## src/rtl/gps_corr_pkg.sv

```systemverilog
package gps_corr_pkg;

    localparam int ACC_W   = 16;
    localparam int PHASE_W = 32;
    localparam int ARMS    = 2;
    localparam int RES_W   = ACC_W * ARMS;

    // Integrator: offset-binary half-sum plus the half-unit bit
    typedef struct packed {
        logic [ACC_W-1:0] acc;
        logic             half;
    } integ_t;

    // Carrier phase accumulator with pending/active frequency words
    typedef struct packed {
        logic [PHASE_W-1:0] phase;
        logic [PHASE_W-1:0] pend;
        logic [PHASE_W-1:0] act;
    } nco_t;

    // Result holding and serial readout
    typedef struct packed {
        logic [RES_W-1:0] hold;
        logic [RES_W-1:0] shreg;
        logic             rdy;
    } rdo_t;

endpackage

```

## src/rtl/carrier_nco.sv

```systemverilog
module carrier_nco
    import gps_corr_pkg::*;
(
    input  logic               clk,
    input  logic               rst_n,
    input  logic               wr_en,
    input  logic [PHASE_W-1:0] wr_word,
    input  logic               dump,
    output logic               i_neg,
    output logic               q_neg,
    output logic [PHASE_W-1:0] freq_act
);

    nco_t nco_d, nco_q;

    always_comb begin
        nco_d       = nco_q;
        nco_d.phase = nco_q.phase + nco_q.act;
        if (wr_en) begin
            nco_d.pend = wr_word;
        end
        if (dump) begin
            nco_d.act = nco_q.pend;
        end
    end

    always_ff @(posedge clk) begin
        if (!rst_n) begin
            nco_q <= '0;
        end else begin
            nco_q <= nco_d;
        end
    end

    assign i_neg    = nco_q.phase[PHASE_W-1] ^ nco_q.phase[PHASE_W-2];
    assign q_neg    = nco_q.phase[PHASE_W-1];
    assign freq_act = nco_q.act;

endmodule

```

## src/rtl/corr_integrator.sv

```systemverilog
module corr_integrator
    import gps_corr_pkg::*;
(
    input  logic             clk,
    input  logic             rst_n,
    input  logic             prod_neg,
    input  logic             dump,
    output logic [ACC_W-1:0] dump_val
);

    localparam logic [ACC_W-1:0] BIAS = ACC_W'(1) << (ACC_W - 1);

    integ_t int_d, int_q, step;

    always_comb begin
        step = int_q;
        if (!prod_neg) begin
            if (int_q.half) begin
                step.acc  = int_q.acc + ACC_W'(1);
                step.half = 1'b0;
            end else begin
                step.half = 1'b1;
            end
        end else begin
            if (int_q.half) begin
                step.half = 1'b0;
            end else begin
                step.acc  = int_q.acc - ACC_W'(1);
                step.half = 1'b1;
            end
        end
        if (dump) begin
            int_d.acc  = BIAS;
            int_d.half = 1'b0;
        end else begin
            int_d = step;
        end
    end

    always_ff @(posedge clk) begin
        if (!rst_n) begin
            int_q.acc  <= BIAS;
            int_q.half <= 1'b0;
        end else begin
            int_q <= int_d;
        end
    end

    assign dump_val = step.acc;

endmodule

```

## src/rtl/dump_readout.sv

```systemverilog
module dump_readout
    import gps_corr_pkg::*;
(
    input  logic             clk,
    input  logic             rst_n,
    input  logic             dump,
    input  logic [RES_W-1:0] dump_pair,
    input  logic             rd_start,
    input  logic             rd_shift,
    output logic             sdo,
    output logic             rdy
);

    rdo_t rdo_d, rdo_q;

    always_comb begin
        rdo_d = rdo_q;
        if (rd_start) begin
            rdo_d.shreg = rdo_q.hold;
            rdo_d.rdy   = 1'b0;
        end else if (rd_shift) begin
            rdo_d.shreg = {rdo_q.shreg[RES_W-2:0], 1'b0};
        end
        if (dump) begin
            rdo_d.hold = dump_pair;
            rdo_d.rdy  = 1'b1;
        end
    end

    always_ff @(posedge clk) begin
        if (!rst_n) begin
            rdo_q <= '0;
        end else begin
            rdo_q <= rdo_d;
        end
    end

    assign sdo = rdo_q.shreg[RES_W-1];
    assign rdy = rdo_q.rdy;

endmodule

```

## src/rtl/gps_corr_channel.sv

```systemverilog
module gps_corr_channel
    import gps_corr_pkg::*;
#(
    parameter int DUMP_LEN = 16368
) (
    input  logic               clk,
    input  logic               rst_n,
    input  logic               smp_sign,
    input  logic               code_sign,
    input  logic               frq_wr,
    input  logic [PHASE_W-1:0] frq_word,
    input  logic               rd_start,
    input  logic               rd_shift,
    output logic               sdo,
    output logic               dump_rdy
);

    localparam int CNT_W = $clog2(DUMP_LEN);
    localparam logic [CNT_W-1:0] LAST = CNT_W'(DUMP_LEN - 1);

    logic [CNT_W-1:0]   cnt_d, cnt_q;
    logic               dump;
    logic               i_neg, q_neg;
    logic [PHASE_W-1:0] freq_act;
    logic [ARMS-1:0]    prod_neg;
    logic [ACC_W-1:0]   arm_val [ARMS];
    logic [RES_W-1:0]   dump_pair;

    always_comb begin
        cnt_d = cnt_q + CNT_W'(1);
        if (cnt_q == LAST) begin
            cnt_d = '0;
        end
    end

    always_ff @(posedge clk) begin
        if (!rst_n) begin
            cnt_q <= '0;
        end else begin
            cnt_q <= cnt_d;
        end
    end

    assign dump = (cnt_q == LAST);

    carrier_nco u_nco (
        .clk      (clk),
        .rst_n    (rst_n),
        .wr_en    (frq_wr),
        .wr_word  (frq_word),
        .dump     (dump),
        .i_neg    (i_neg),
        .q_neg    (q_neg),
        .freq_act (freq_act)
    );

    assign prod_neg[0] = smp_sign ^ code_sign ^ i_neg;
    assign prod_neg[1] = smp_sign ^ code_sign ^ q_neg;

    for (genvar a = 0; a < ARMS; a++) begin : g_arm
        corr_integrator u_int (
            .clk      (clk),
            .rst_n    (rst_n),
            .prod_neg (prod_neg[a]),
            .dump     (dump),
            .dump_val (arm_val[a])
        );
        // arm 0 (I) lands in the upper word so it leaves first
        assign dump_pair[RES_W-1-a*ACC_W -: ACC_W] = arm_val[a];
    end

    dump_readout u_rdo (
        .clk       (clk),
        .rst_n     (rst_n),
        .dump      (dump),
        .dump_pair (dump_pair),
        .rd_start  (rd_start),
        .rd_shift  (rd_shift),
        .sdo       (sdo),
        .rdy       (dump_rdy)
    );

endmodule

```

## config.mk

```make
export PLATFORM = sky130hd
export DESIGN_NAME = gps_corr_channel
export DESIGN_NICKNAME = d
export VERILOG_FILES = /design/src/rtl/gps_corr_pkg.sv /design/src/rtl/carrier_nco.sv /design/src/rtl/corr_integrator.sv /design/src/rtl/dump_readout.sv /design/src/rtl/gps_corr_channel.sv
export SDC_FILE = /design/constraint.sdc
export NUM_CORES = 1
export LEC_CHECK = 0
export BUFFER_PORTS_ARGS = -buffer_cell sky130_fd_sc_hd__buf_2
export CAP_MARGIN = 20
export CORE_ASPECT_RATIO = 0.7
export CORE_UTILIZATION = 39
export CTS_CLUSTER_DIAMETER = 30
export DETAILED_ROUTE_END_ITERATION = 10
export GPL_TIMING_DRIVEN = 0
export PLACE_DENSITY_LB_ADDON = 0.12
export SLEW_MARGIN = 0
export SYNTH_ARGS = -nofsm -noshare
export SYNTH_HDL_FRONTEND = slang
export SYNTH_SLANG_ARGS = --single-unit
```

## constraint.sdc

```tcl
create_clock -name clk -period 3.3 [get_ports clk]
set_input_delay 0.33 -clock clk [delete_from_list [all_inputs] [get_ports clk]]
set_output_delay 0.33 -clock clk [all_outputs]
set_load 0.02 [all_outputs]
```

### Word level (Yosys, flattened, before mapping)

Cells that the tools add are included.

* $add $sub $neg: 6
* equal/unequal tests: 1
* muxes and demuxes: 12
* bitwise logic cells: 5
* reductions and logical operators: 3

Operator list (number)
* 2-to-1 mux 16 bit: 4
* 2-to-1 mux 32 bit: 2
* 2-to-1 mux 17 bit: 2
* adder 16 x 1 -> 16 bit (second input constant): 2
* adder 32 bit: 1
* subtractor 16 x 1 -> 16 bit (second input constant): 2
* adder 14 x 1 -> 14 bit (second input constant): 1
* == test 14 bit (second input constant): 1
* 2-to-1 mux 1 bit: 4
* nonzero test 2 bit: 2
* bitwise XOR 1 bit: 4
* OR reduction 2 bit: 1
* NOT 1 bit: 1

* flip-flop bits (word level): 209
* input port bits: 39
* output and inout bits: 2
* logic and storage cells: 38

### Logic depth before layout (Yosys ltp)

* depth in word-level cells: 3
* depth in mapped cells: 9
* gate-level depth less buffers: 9

### Modules after synthesis

Synthesis repeated with hierarchy kept, for this count alone.

* cell total of the unflattened synthesis: 1200
* area, all modules: 11295.8 µm²

Modules (own cells, without submodules)
* carrier_nco: instances 1, cells each 565, area an instance 5108.6 µm², sequential area each 1921.8 µm²
* dump_readout: instances 1, cells each 249, area an instance 2865.2 µm², sequential area each 1301.2 µm²
* corr_integrator: instances 2, cells each 156, area an instance 1316.3 µm², sequential area each 340.3 µm²
* gps_corr_channel: instances 1, cells each 74, area an instance 689.4 µm², sequential area each 280.3 µm²

### Least setup slack after synthesis

No wires, ideal clock.

* path kind: register -> register
* start point: register u_nco.nco_q, in the netlist u_nco.freq_act[0]
* end point: register u_nco.nco_q[88] (netlist bit)
* setup time: 0.072 ns
* arrival time: 2.215 ns
* required time: 3.228 ns
* slack: 1.014 ns
* stages on the path, launching flop included: 10
* path buffers: 0
* clock period less this slack: 2.286 ns
* cell sequence: dfxtp_1 ha_1 fa_1 a21o_1 nand4_1 a2111oi_2 nor2_1 o31a_1 o21ai_1 mux2i_1

* cells in the longest elaborated chain, start to end: 1

RTL lines
* from (decl): RTL line carrier_nco.sv:14 `nco_t nco_d, nco_q;`
* from (signal assigned): RTL line carrier_nco.sv:31 `nco_q <= nco_d;`
* adder 32 bit: RTL line carrier_nco.sv:18 `nco_d.phase = nco_q.phase + nco_q.act;`

Every way passes these cells.
A chain may end at the register's enable or synchronous reset.

### Worst setup path after layout

Ends and elaborated chain as after synthesis.

==> results.toml <==
[outcome]
status = "complete, no violations"

[critical_path]
worst_setup_path_end_kind = "flip-flop"
r2r_cells = 9
critPathRequiredTime_ns = 3.74
crit_arrival_ns = 3.48
cp-start-kind = "flip-flop"
crit_fanout = 5
worstSetupPathType = "reg -> reg"

[clocking]
cts_buffers = 40
ctsHoldBuffers = 0
clkTransAtPathRegs_ns = 0.05
post_cts_resized = 0
root_buffer = "clkbuf_16"
cts.sinks = 209
cts_tree = "done"
worstSkewPairLatency_ns = 0.52
htree_levels = 2
post_cts_buffers = 0
clockBufferDepth = 3

[global_routing]
grt_pass1_vias = 7577
grt_usage = 0.203
grt_max_degree = 12
grt_pass1_wl_um = 40900
antenna_found_initial = 0
grt_remaining_overflow = 0

[synth]
yosysTopAreaCell = "dfxtp_1"
syn-cell-area_um2 = 9740
synth-xor-area-share = 0.0640
synth_simple_gate_area_share = 0.211
synth_top_family_by_area = "simple AND/OR/NAND/NOR gates"
synth_compound_area_frac = 0.140
synth_top_cells_by_count = "dfxtp_1 (209), nor2_1 (192), nand2_1 (121)"
synth_cells = 1151
avgSynthCellArea_um2 = 8.46
synth_edf_count = 0
synthMuxAreaShare = 0.0719
ys_seq_area_frac = 0.430
ys_ff_latch = 209
synth_top_area_share = 0.430
yosys_warnings = 0
synth.most_common_cell = "dfxtp_1"
ys_types = 66
synth_ff_type = "dfxtp_1"
synth_fp_nets = 1227
synth_fa_ha_area_frac = 0.0493
synthArstFlopShare = 0
synthTopCellsByArea = "dfxtp_1 (43%), nor2_1 (7.4%), mux2i_1 (7.2%)"

[final_layout]
antennaDiodeCount = 0
drive_gt1_frac = 0.102
nets = 1305
area_growth_syn_to_layout_pct = 19.3

[timing]
finalClockSkew_ns = 0.0192
fmaxAchievable_mhz = 329
hold_violations = 0
grt_setup_unrepaired = "no"
worst_pin_slew_ns = 0.933
fin_crit_sh = 0.921
relSlewSlack = 0.373
finalSetupViolations = 0
fin_setup_tns_ns = 0
min_period_ns = 3.04
drv_slew = 0

[placed_design]
gp_congestion = 0.858
detailed_place_hpwl_um = 18200
port_buffers = 36

[floorplanning]
io_pins = 41
rows = 47
die_w_um = 191
dieArea_um2 = 25600
core_um2 = 24100
dieHeight_um = 134
start_util = 0.405

[routing]
wire_per_inst_um = 15.9
finalWirelength_um = 25000
dr.pass1.iters = 5
first_iter_violations = 509
drcViolationCount = 0
routed_via_density = 5.15
vias = 8105
ant_nets = 0

[worst_hold_path]
holdPathStages = 3
min_path_type = "in -> reg"

[power_and_ir_drop]
p_leak_nw = 4.68
p_total_mw = 7.62
ir_drop_mv = 0.343
p_per_area_nw_per_um2 = 656

[flow_run]
drv_cap = 0
## power by group
part	internal, mW	total [mW]	switching, mW
sequential	2.68	2.84	0.162
clock	2.55	3.92	1.36
combinational	0.364	0.865	0.501
## path summary, 6_finish.rpt
check | startpoint | endpoint | slack, ns
hold reg to reg | cnt_q[0] | cnt_q[0] | 0.44
setup / recovery | u_nco.freq_act[0] | u_nco.nco_q[88] | 0.26
hold / removal | frq_word[19] | u_nco.nco_q[51] | 0.05
setup reg to reg | u_nco.freq_act[0] | u_nco.nco_q[88] | 0.26
## stage by stage
| stage | area, um2 | hold slack [ns] | utilization | setup WS (ns) | instances |
|---|---|---|---|---|---|
| global route | 11600 | 0.0470 | 0.483 | 0.119 | 1575 |
| CTS | 11600 | 0.0272 | 0.483 | 0.329 | 1575 |
| finish | 11600 | 0.0516 | 0.483 | 0.260 | 1575 |
| floorplan | 9740 | 0.413 | - | 1.01 | 1151 |
| global placement | 10300 | 0.428 | 0.429 | 0.315 | 1505 |
| detailed placement | 10300 | 0.434 | 0.429 | 0.357 | 1505 |
## layout make-up
cell class / count / area (um2)
multi-input combinational: 856 / 5230
clock buffer: 45 / 1060
sequential: 209 / 4180
tap: 318 / 398
inverter: 14 / 52.6
fill: 2318 / 12400
clock inverter: 25 / 243
timing repair buffer: 36 / 180
buffer: 72 / 279
## state kept, by name (all words and copies together), names as in the netlist
register           count
u_nco.q_neg            1
u_rdo.rdo_q           63
g_arm.u_int.int_q     34
u_nco.nco_q           63
cnt_q                 14
u_nco.freq_act        32
u_rdo.rdy              1
u_rdo.sdo              1
## layout by cell type, fill, tap and decap left out, types with 4 or more instances in the layout
cell and count:
mux2i_1 70, nand3_1 46, inv_1 14, and3_1 14, ha_1 36, clkinv_2 9, nor2_1 192, inv_6 4
a31oi_1 12, a21oi_1 94, o21ai_0 44, a21o_1 15, o21a_1 11, o21bai_1 4, nand2_1 121, xor2_1 23
and2_1 9, o22ai_1 4, xnor2_1 39, buf_2 43, nand4_1 16, clkinvlp_4 7, clkbuf_1 51, buf_1 16
or4_1 5, nand2b_1 11, clkbuf_16 41, dfxtp_1 209, a211oi_1 8, nor3_1 18, nor4_1 5
## routing by layer
| layer | vias to the layer above | GRT usage | part of all wire |
|---|---|---|---|
| met4 | 0 | 0.0600 | 0.014 |
| li1 | 4160 | - | - |
| met1 | 3764 | 0.320 | 0.56 |
| met3 | 33 | 0.0395 | 0.052 |
| met5 | - | 0 | 0 |
| met2 | 148 | 0.268 | 0.38 |
## kinds of logic (layout without fill, tap and decap cells)
group	count (synthesis)	after routing
multiplexers	70	70
adder cells (fa/ha/maj)	38	38
XOR/XNOR	66	66
AO/OA/AOI/OAI	223	223
flip-flops	209	209
AND/OR/NAND/NOR	459	459
buffers and inverters	86	192
## critical path: stages, from the launching register on
cell       delay, ns
dfxtp_1         0.33
ha_1            0.22
fa_1            0.23
a21o_1          0.15
nand4_1         0.16
a2111oi_2       0.77
nor2_1          0.28
o31a_1          0.45
o21ai_1         0.19
mux2i_1         0.20
Note: power is estimated with default switching activity, not from simulation.
